**config.mk**
```make
export PLATFORM = sky130hd
export DESIGN_NAME = simd_widen_addsub
export DESIGN_NICKNAME = d
export VERILOG_FILES = /design/src/rtl/simd_wide_pkg.sv /design/src/rtl/swa_decode.sv /design/src/rtl/swa_lane.sv /design/src/rtl/swa_widen.sv /design/src/rtl/simd_widen_addsub.sv
export SDC_FILE = /design/constraint.sdc
export NUM_CORES = 1
export LEC_CHECK = 0
export BUFFER_PORTS_ARGS = -buffer_cell sky130_fd_sc_hd__clkbuf_2
export CORE_MARGIN = 2
export CORE_UTILIZATION = 55
export DETAILED_ROUTE_END_ITERATION = 12
export PLACE_DENSITY = 0.95
export SKIP_CTS_REPAIR_TIMING = 1
export SLEW_MARGIN = 40
export SYNTH_ARGS = -nofsm -noshare
export SYNTH_HDL_FRONTEND = slang
export SYNTH_SLANG_ARGS = --single-unit
export TNS_END_PERCENT = 20
```
**constraint.sdc**
```tcl
create_clock -name clk -period 1.5 [get_ports clk]
set_input_delay 0.15 -clock clk [delete_from_list [all_inputs] [get_ports clk]]
set_output_delay 0.15 -clock clk [all_outputs]
set_load 0.05 [all_outputs]
```
**src/rtl/simd_wide_pkg.sv**
```systemverilog
package simd_wide_pkg;
  localparam int VEC_W   = 128;
  localparam int HALF_W  = VEC_W / 2;
  localparam int BASE_EW = 8;
  localparam int NSIZES  = 3;

  typedef enum logic [1:0] {
    SZ_BYTE = 2'd0,
    SZ_HALF = 2'd1,
    SZ_WORD = 2'd2,
    SZ_RSVD = 2'd3
  } lane_size_e;

  localparam logic [4:0] GRP_CODE = 5'b01110;
endpackage

```
**src/rtl/swa_decode.sv**
```systemverilog
module swa_decode
  import simd_wide_pkg::*;
(
  input  logic [31:0] instr,
  output logic        hit,
  output logic        undef,
  output logic [1:0]  size,
  output logic        half,
  output logic        sub,
  output logic [4:0]  rd,
  output logic [4:0]  rn,
  output logic [4:0]  rm
);
  logic       fixed_ok;
  lane_size_e sz;

  always_comb begin
    sz       = lane_size_e'(instr[23:22]);
    fixed_ok = (instr[31] == 1'b0) && (instr[29] == 1'b0) &&
               (instr[28:24] == GRP_CODE) && instr[21] &&
               (instr[15:14] == 2'b00) && (instr[12] == 1'b0) &&
               (instr[11:10] == 2'b00);
    hit   = fixed_ok && (sz != SZ_RSVD);
    undef = fixed_ok && (sz == SZ_RSVD);
    size  = instr[23:22];
    half  = instr[30];
    sub   = instr[13];
    rd    = instr[4:0];
    rn    = instr[9:5];
    rm    = instr[20:16];
  end
endmodule

```
**src/rtl/swa_lane.sv**
```systemverilog
module swa_lane #(
  parameter int EW = 8
) (
  input  logic [EW-1:0]   a_i,
  input  logic [EW-1:0]   b_i,
  input  logic            sub_i,
  output logic [2*EW-1:0] y_o
);
  localparam int WW = 2 * EW;
  logic [WW-1:0] ax, bx;

  always_comb begin
    ax  = {{EW{a_i[EW-1]}}, a_i};
    bx  = {{EW{b_i[EW-1]}}, b_i};
    y_o = sub_i ? (ax - bx) : (ax + bx);
  end
endmodule

```
**src/rtl/swa_widen.sv**
```systemverilog
module swa_widen
  import simd_wide_pkg::*;
(
  input  logic [HALF_W-1:0] a_half,
  input  logic [HALF_W-1:0] b_half,
  input  logic [1:0]        size,
  input  logic              sub,
  output logic [VEC_W-1:0]  y
);
  for (genvar k = 0; k < NSIZES; k++) begin : g_size
    localparam int EW = BASE_EW << k;
    localparam int NL = HALF_W / EW;
    logic [VEC_W-1:0] res_k;
    for (genvar i = 0; i < NL; i++) begin : g_lane
      swa_lane #(.EW(EW)) u_lane (
        .a_i  (a_half[i*EW +: EW]),
        .b_i  (b_half[i*EW +: EW]),
        .sub_i(sub),
        .y_o  (res_k[i*2*EW +: 2*EW])
      );
    end
  end

  always_comb begin
    unique case (lane_size_e'(size))
      SZ_BYTE: y = g_size[0].res_k;
      SZ_HALF: y = g_size[1].res_k;
      SZ_WORD: y = g_size[2].res_k;
      default: y = '0;
    endcase
  end
endmodule

```
**src/rtl/simd_widen_addsub.sv**
```systemverilog
module simd_widen_addsub
  import simd_wide_pkg::*;
(
  input  logic               clk,
  input  logic               rst_n,
  input  logic               in_valid,
  input  logic [31:0]        instr,
  input  logic [VEC_W-1:0]   src_a,
  input  logic [VEC_W-1:0]   src_b,
  output logic               dec_hit,
  output logic               dec_undef,
  output logic [1:0]         dec_size,
  output logic               dec_half,
  output logic               dec_sub,
  output logic [4:0]         dec_rd,
  output logic [4:0]         dec_rn,
  output logic [4:0]         dec_rm,
  output logic [VEC_W-1:0]   result,
  output logic               out_valid
);
  logic [HALF_W-1:0] a_half, b_half;
  logic [VEC_W-1:0]  widened;
  logic [VEC_W-1:0]  result_d;
  logic              result_en;
  logic              valid_d;

  swa_decode u_dec (
    .instr(instr),
    .hit  (dec_hit),
    .undef(dec_undef),
    .size (dec_size),
    .half (dec_half),
    .sub  (dec_sub),
    .rd   (dec_rd),
    .rn   (dec_rn),
    .rm   (dec_rm)
  );

  always_comb begin
    a_half = dec_half ? src_a[VEC_W-1:HALF_W] : src_a[HALF_W-1:0];
    b_half = dec_half ? src_b[VEC_W-1:HALF_W] : src_b[HALF_W-1:0];
  end

  swa_widen u_wid (
    .a_half(a_half),
    .b_half(b_half),
    .size  (dec_size),
    .sub   (dec_sub),
    .y     (widened)
  );

  // next-state
  always_comb begin
    result_en = in_valid;
    result_d  = dec_hit ? widened : '0;
    valid_d   = in_valid && dec_hit;
  end

  // registers
  always_ff @(posedge clk or negedge rst_n) begin
    if (!rst_n) begin
      result    <= '0;
      out_valid <= 1'b0;
    end else begin
      out_valid <= valid_d;
      if (result_en) result <= result_d;
    end
  end
endmodule

```
==> summary.md, run 1 <==
| Metric | Value |
|---|---|
| Routability cong. | `1.14` |
| Crit. endpoint post-GRT repair | `result[29]$_DFFE_PN0P_/D` |
| GRT Total Usage | `74.4%` |
| Syn Inst Count | `1,939` |
| Kind of the worst endpoint | `sequential cell input` |
| Cells after DPL | `3,237` |
| CTS H-tree depth | `4` |
| Chip Height | `173 um` |
| Longest Clk Path Bufs | `2` |
| Total grt overflow | `70` |
| Seq/Total Area, Yosys | `18.4%` |
| CTS buffer count | `17` |
| Cell row count | `61` |
| Halt Stage | `5_1_grt` |
| First error | `[ERROR GRT-0232] Routing congestion too high. Check the congestion heatmap in the GUI.` |
| Post-Syn Area per Cell | `8.07 um2` |
| Ports | `441` |
| Largest net degree at the start of global routing | `70` |
| #FFs+latches synth | `115` |
| Outcome | `did not finish` |
| Post-Syn Area | `15,700 um2` |
| Yosys Warn Count | `0` |
| CTS Root Cell | `clkbuf_16` |
| Clock Sinks | `115` |
| Cell taking the most area after synthesis | `dfrtp_1` |
| Initial core utilization | `56.0%` |
| Detailed placement HPWL | `59,700 um` |
| Worst slack, placed | `-3.43 ns` |
| Synth Net Count | `2,374` |
| Number of synthesized flops with an enable pin | `0` |
| PortBufs | `410` |
| Die width | `173 um` |
| Top cells by area, synth | `dfrtp_1 18%, ha_1 11%, a21oi_1 7.2%` |
| Dominant synthesized flop cell | `dfrtp_1` |
| Async S/R FF share, synth | `100%` |
| Yosys cell types | `84` |
| Share of the synthesized area in the top cell type | `18.4%` |
==> synth_stat cells (10+ instances only) <==
cell and n:
o221ai_1 17, buf_2 12, o21a_1 18, a21oi_1 226, o31ai_1 10, nand2_1 122, nor2b_1 27, buf_4 34
a31oi_1 28, mux2i_1 81, nor2_1 141, xor2_1 123, and3_1 31, nand3_1 32, a211oi_1 10, or3_1 12
o211ai_1 24, dfrtp_1 115, nor3_1 40, xnor2_1 102, nand4_1 13, clkbuf_1 58, nor3b_1 11, ha_1 136
buf_1 13, inv_1 69, nand2b_1 34, a22oi_1 12, o2bb2ai_1 24, mux2_2 56, o21ai_0 74, and2_1 13
a21o_1 59, a22o_1 15
==> per-stage QoR <==
step,area [um2],util [%]
detailed placement,22400,80.3
global placement,22400,80.3
floorplan,15700,-
CTS,23000,82.3
==> cells by family after synthesis <==
| family | synth area share, % |
|---|---|
| compound gates | 25.0 |
| simple gates | 16.9 |
| xor+xnor | 12.8 |
| buf+inv | 5.75 |
| fa+ha+maj | 11.9 |
| mux | 9.21 |
| flops | 18.4 |
==> metal layers <==
layer | GRT usage (%) | overflow
met1 | 72.2 | 0
met2 | 93.0 | 38
met3 | 60.4 | 0
met4 | 75.4 | 30
met5 | 18.8 | 2
==> run 2: changes to the inputs <==
--- a/config.mk
+++ b/config.mk
@@ -7,9 +7,9 @@
 export LEC_CHECK = 0
 export BUFFER_PORTS_ARGS = -buffer_cell sky130_fd_sc_hd__clkbuf_2
 export CORE_MARGIN = 2
-export CORE_UTILIZATION = 55
+export CORE_UTILIZATION = 40
 export DETAILED_ROUTE_END_ITERATION = 12
-export PLACE_DENSITY = 0.95
+export PLACE_DENSITY_LB_ADDON = 0.15
 export SKIP_CTS_REPAIR_TIMING = 1
 export SLEW_MARGIN = 40
 export SYNTH_ARGS = -nofsm -noshare
==> summary.md, run 2 <==
| Metric | Value |
|---|---|
| Clock transition at the registers of the reported paths | `0.07 ns` |
| Crit path max fanout | `8` |
| Total grt overflow | `0` |
| Adder-Cell Fraction of Synth Area | `11.9% (unchanged)` |
| Crit. End Element | `register` |
| Pint | `12.2 mW` |
| Hold WS | `0.0629 ns` |
| Most frequent cell after synthesis | `a21oi_1` |
| Crit-path cells | `buf_12 -> buf_4 -> buf_8 -> buf_12 -> buf_8 -> buf_6 -> nor4b_4 -> o221ai_2 -> nor4_1 -> buf_4 -> and3_4 -> a21oi_2 -> xor2_1 -> ha_1 -> nand4_1 -> or4_4 -> o21ai_4 -> buf_6 -> a221oi_4 -> xnor2_4 -> a221oi_4 -> a31oi_1` |
| Clock share of power | `22.0%` |
| Largest register FFs | `114` |
| Routed Wire Length | `65,900 um` |
| CTS H-tree depth | `4 (unchanged)` |
| 1st-iter DRT viols | `1,142` |
| Top post-synthesis cells by count | `226 x a21oi_1, 141 x nor2_1, 136 x ha_1` |
| #FFs+latches synth | `115 (unchanged)` |
| Clock Sinks | `115 (unchanged)` |
| Top reg by flops | `result` |
| Slowest-stage cell, CP | `or4_4` |
| CTS tree | `yes` |
| CP required | `1.83 ns` |
| Post-Syn Area | `15,700 um2 (unchanged)` |
| Largest net degree at the start of global routing | `71` |
| Largest family of logic cells by synthesized area | `compound AO/OA/AOI/OAI gates` |
| Initial antenna violation count | `0` |
| ANT cells | `0` |
| Share of the synthesized area in the top cell type | `18.4% (unchanged)` |
| Final Cycle Share | `278%` |
| Via/cell ratio | `5.38` |
| Failing checks | `setup timing` |
| Setup TNS | `-239.09 ns` |
| Worst-Skew Late Latency | `0.46 ns` |
| HP Class | `in -> async` |
| First-pass GRT wire length | `100,000 um` |
| Setup violators final | `111` |
| Initial core utilization | `40.5% (-16 points)` |
| Worst slew margin | `64.2%` |
| Biggest regs | `result x114, out_valid x1` |
| Layout area overhead | `56.8%` |
| Number of global-route vias before repair | `18,607` |
| Number of synthesized flops with an enable pin | `0 (unchanged)` |
| Seq/Total Area, Yosys | `18.4% (unchanged)` |
| Fmax | `240 MHz` |
| Synth Area in Simple Gates | `16.9% (unchanged)` |
| Switching share of power | `39.3%` |
| Outcome | `finished with violations` |
| Die width | `202 um (+17%)` |
| Psw | `7.85 mW` |
| Core Box Area | `38,600 um2` |
| Post-layout minimum cycle time | `4.17 ns` |
| Yosys Warn Count | `0 (unchanged)` |
| Mux share of post-synthesis cell area | `9.21% (unchanged)` |
| Routed length per instance | `18.9 um` |
| Commonest non-fill, non-tap cell in the layout | `buf_4` |
| Slew Limit Fails | `0` |
| Cell taking the most area after synthesis | `dfrtp_1` |
| Yosys cell types | `84 (unchanged)` |
| Async S/R FF share, synth | `100% (unchanged)` |
| Maximum vdd drop | `0.000797 V` |
| PortBufs | `410 (unchanged)` |
| Flop pwr share | `15.6%` |
| Routability cong. | `0.986 (-13%)` |
| Max Cap Viol | `0` |
| Combinational share of power | `62.4%` |
| Critical path data arrival time | `4.50 ns` |
| Ports | `441 (unchanged)` |
| CTS buffer count | `17 (unchanged)` |
| Xor/xnor cell area share of the yosys netlist | `12.8% (unchanged)` |
| Final worst slack | `-2.67 ns` |
| GRT Total Usage | `31.4%` |
| Total power | `20.0 mW` |
| Commonest cells after routing, fill and taps aside | `672 x buf_4, 405 x clkbuf_2, 201 x a21oi_1` |
| Leakage Power | `12.7 nW` |
| Clock Skews | `0 ns` |
| Final core utilization | `63.5%` |
| Critical path class | `in -> reg` |
| Chip Height | `202 um (+17%)` |
| Type of origin of the critical path | `primary input` |
| Worst Max-Slew Pin Slew | `0.524 ns` |
| Cell row count | `72 (+18%)` |
| Final hold vios | `0` |
| RSZ-0062 raised after global routing | `yes` |
| Post-Syn Area per Cell | `8.07 um2 (unchanged)` |
| Residual DRC | `0` |
| Synth Area in Compound Gates | `25.0% (unchanged)` |
| Top cells by area, synth | `dfrtp_1 18%, ha_1 11%, a21oi_1 7.2%` |
| Worst path max stage delay | `0.53 ns` |
| First-pass DRT Iterations | `5` |
| CTS Root Cell | `clkbuf_16` |
| Layout cells sized above 1 | `44.8%` |
| Nets | `3,382` |
| ANT nets after route | `0` |
| Longest Clk Path Bufs | `2 (unchanged)` |
| Via count | `18,713` |
| Dominant synthesized flop cell | `dfrtp_1` |
| Syn Inst Count | `1,939 (unchanged)` |
| Power density over cell area | `815 nW/um2` |
| Detailed placement HPWL | `54,800 um (-8.2%)` |
| Die ar. | `40,700 um2` |
| Synth Net Count | `2,374 (unchanged)` |
==> run 2: cell counts after synthesis <==
No cell type changed its count.
==> run 2: logic make-up after synthesis <==
family                   Yosys count
AO/OA/AOI/OAI                    597
XOR/XNOR                         227
adder cells (fa/ha/maj)          144
buffers and inverters            192
flip-flops                       115
multiplexers                     137
AND/OR/NAND/NOR                  527
==> run 2: final cells by class <==
class | instances | area (um2)
timing repair buffer | 1110 | 7600
multi-input combinational | 1633 | 12500
fill | 3491 | 14100
sequential | 115 | 2880
tap | 518 | 648
clock buffer | 20 | 457
inverter | 70 | 264
clock inverter | 12 | 154
==> run 2: final timing paths <==
check / from / end / slack [ns] / depth (start not counted)
min in group clk: src_a[0] / result[0] / 0.22 / 4
max in group asynchronous: rst_n / result[91] / 0.77 / 3
worst min register to register: result[13] / result[13] / 0.49 / 1
worst min-delay path: rst_n / result[7] / 0.06 / 2
worst max-delay path: instr[30] / result[109] / -2.67 / 22
worst max register to register: result[25] / result[25] / 0.26 / 2
==> run 2: layer usage <==
metal	GRT usage [%]	up-vias	routed length (um)
li1	-	9103	-
met3	3.97	100	3110
met1	39.4	8874	28800
met4	12.4	0	2220
met2	54.5	636	31700
met5	0	-	0
==> run 2: power by group through the flow <==
stage               Combinational [mW]  Clock [mW]  Sequential [mW]
detailed placement                11.6           0             3.17
floorplan                         6.24           0             3.19
global placement                  11.5           0             3.17
CTS                               11.7        4.47             3.11
global route                      13.5        4.59             3.11
finish                            12.5        4.40             3.11
==> run 2: stage by stage <==
stage          setup WS (ns)  cells  area, um2
2_1_floorplan          -4.06   1939      15700
3_3_place_gp           -3.38   3425      23000
3_5_place_dp           -3.41   3425      23000
4_1_cts                -2.94   3457      23600
5_1_grt                -2.84   3478      24600
6_report               -2.67   3478      24600
==> run 2: critical path, delay by kind of cell <==
kind            cells  cell delay, ns
compound gates      6            1.09
xor+xnor            2            0.38
fa+ha+maj           1            0.32
simple gates        5            1.45
buf+inv             8            1.09
Power figures use the tool's default switching activity.
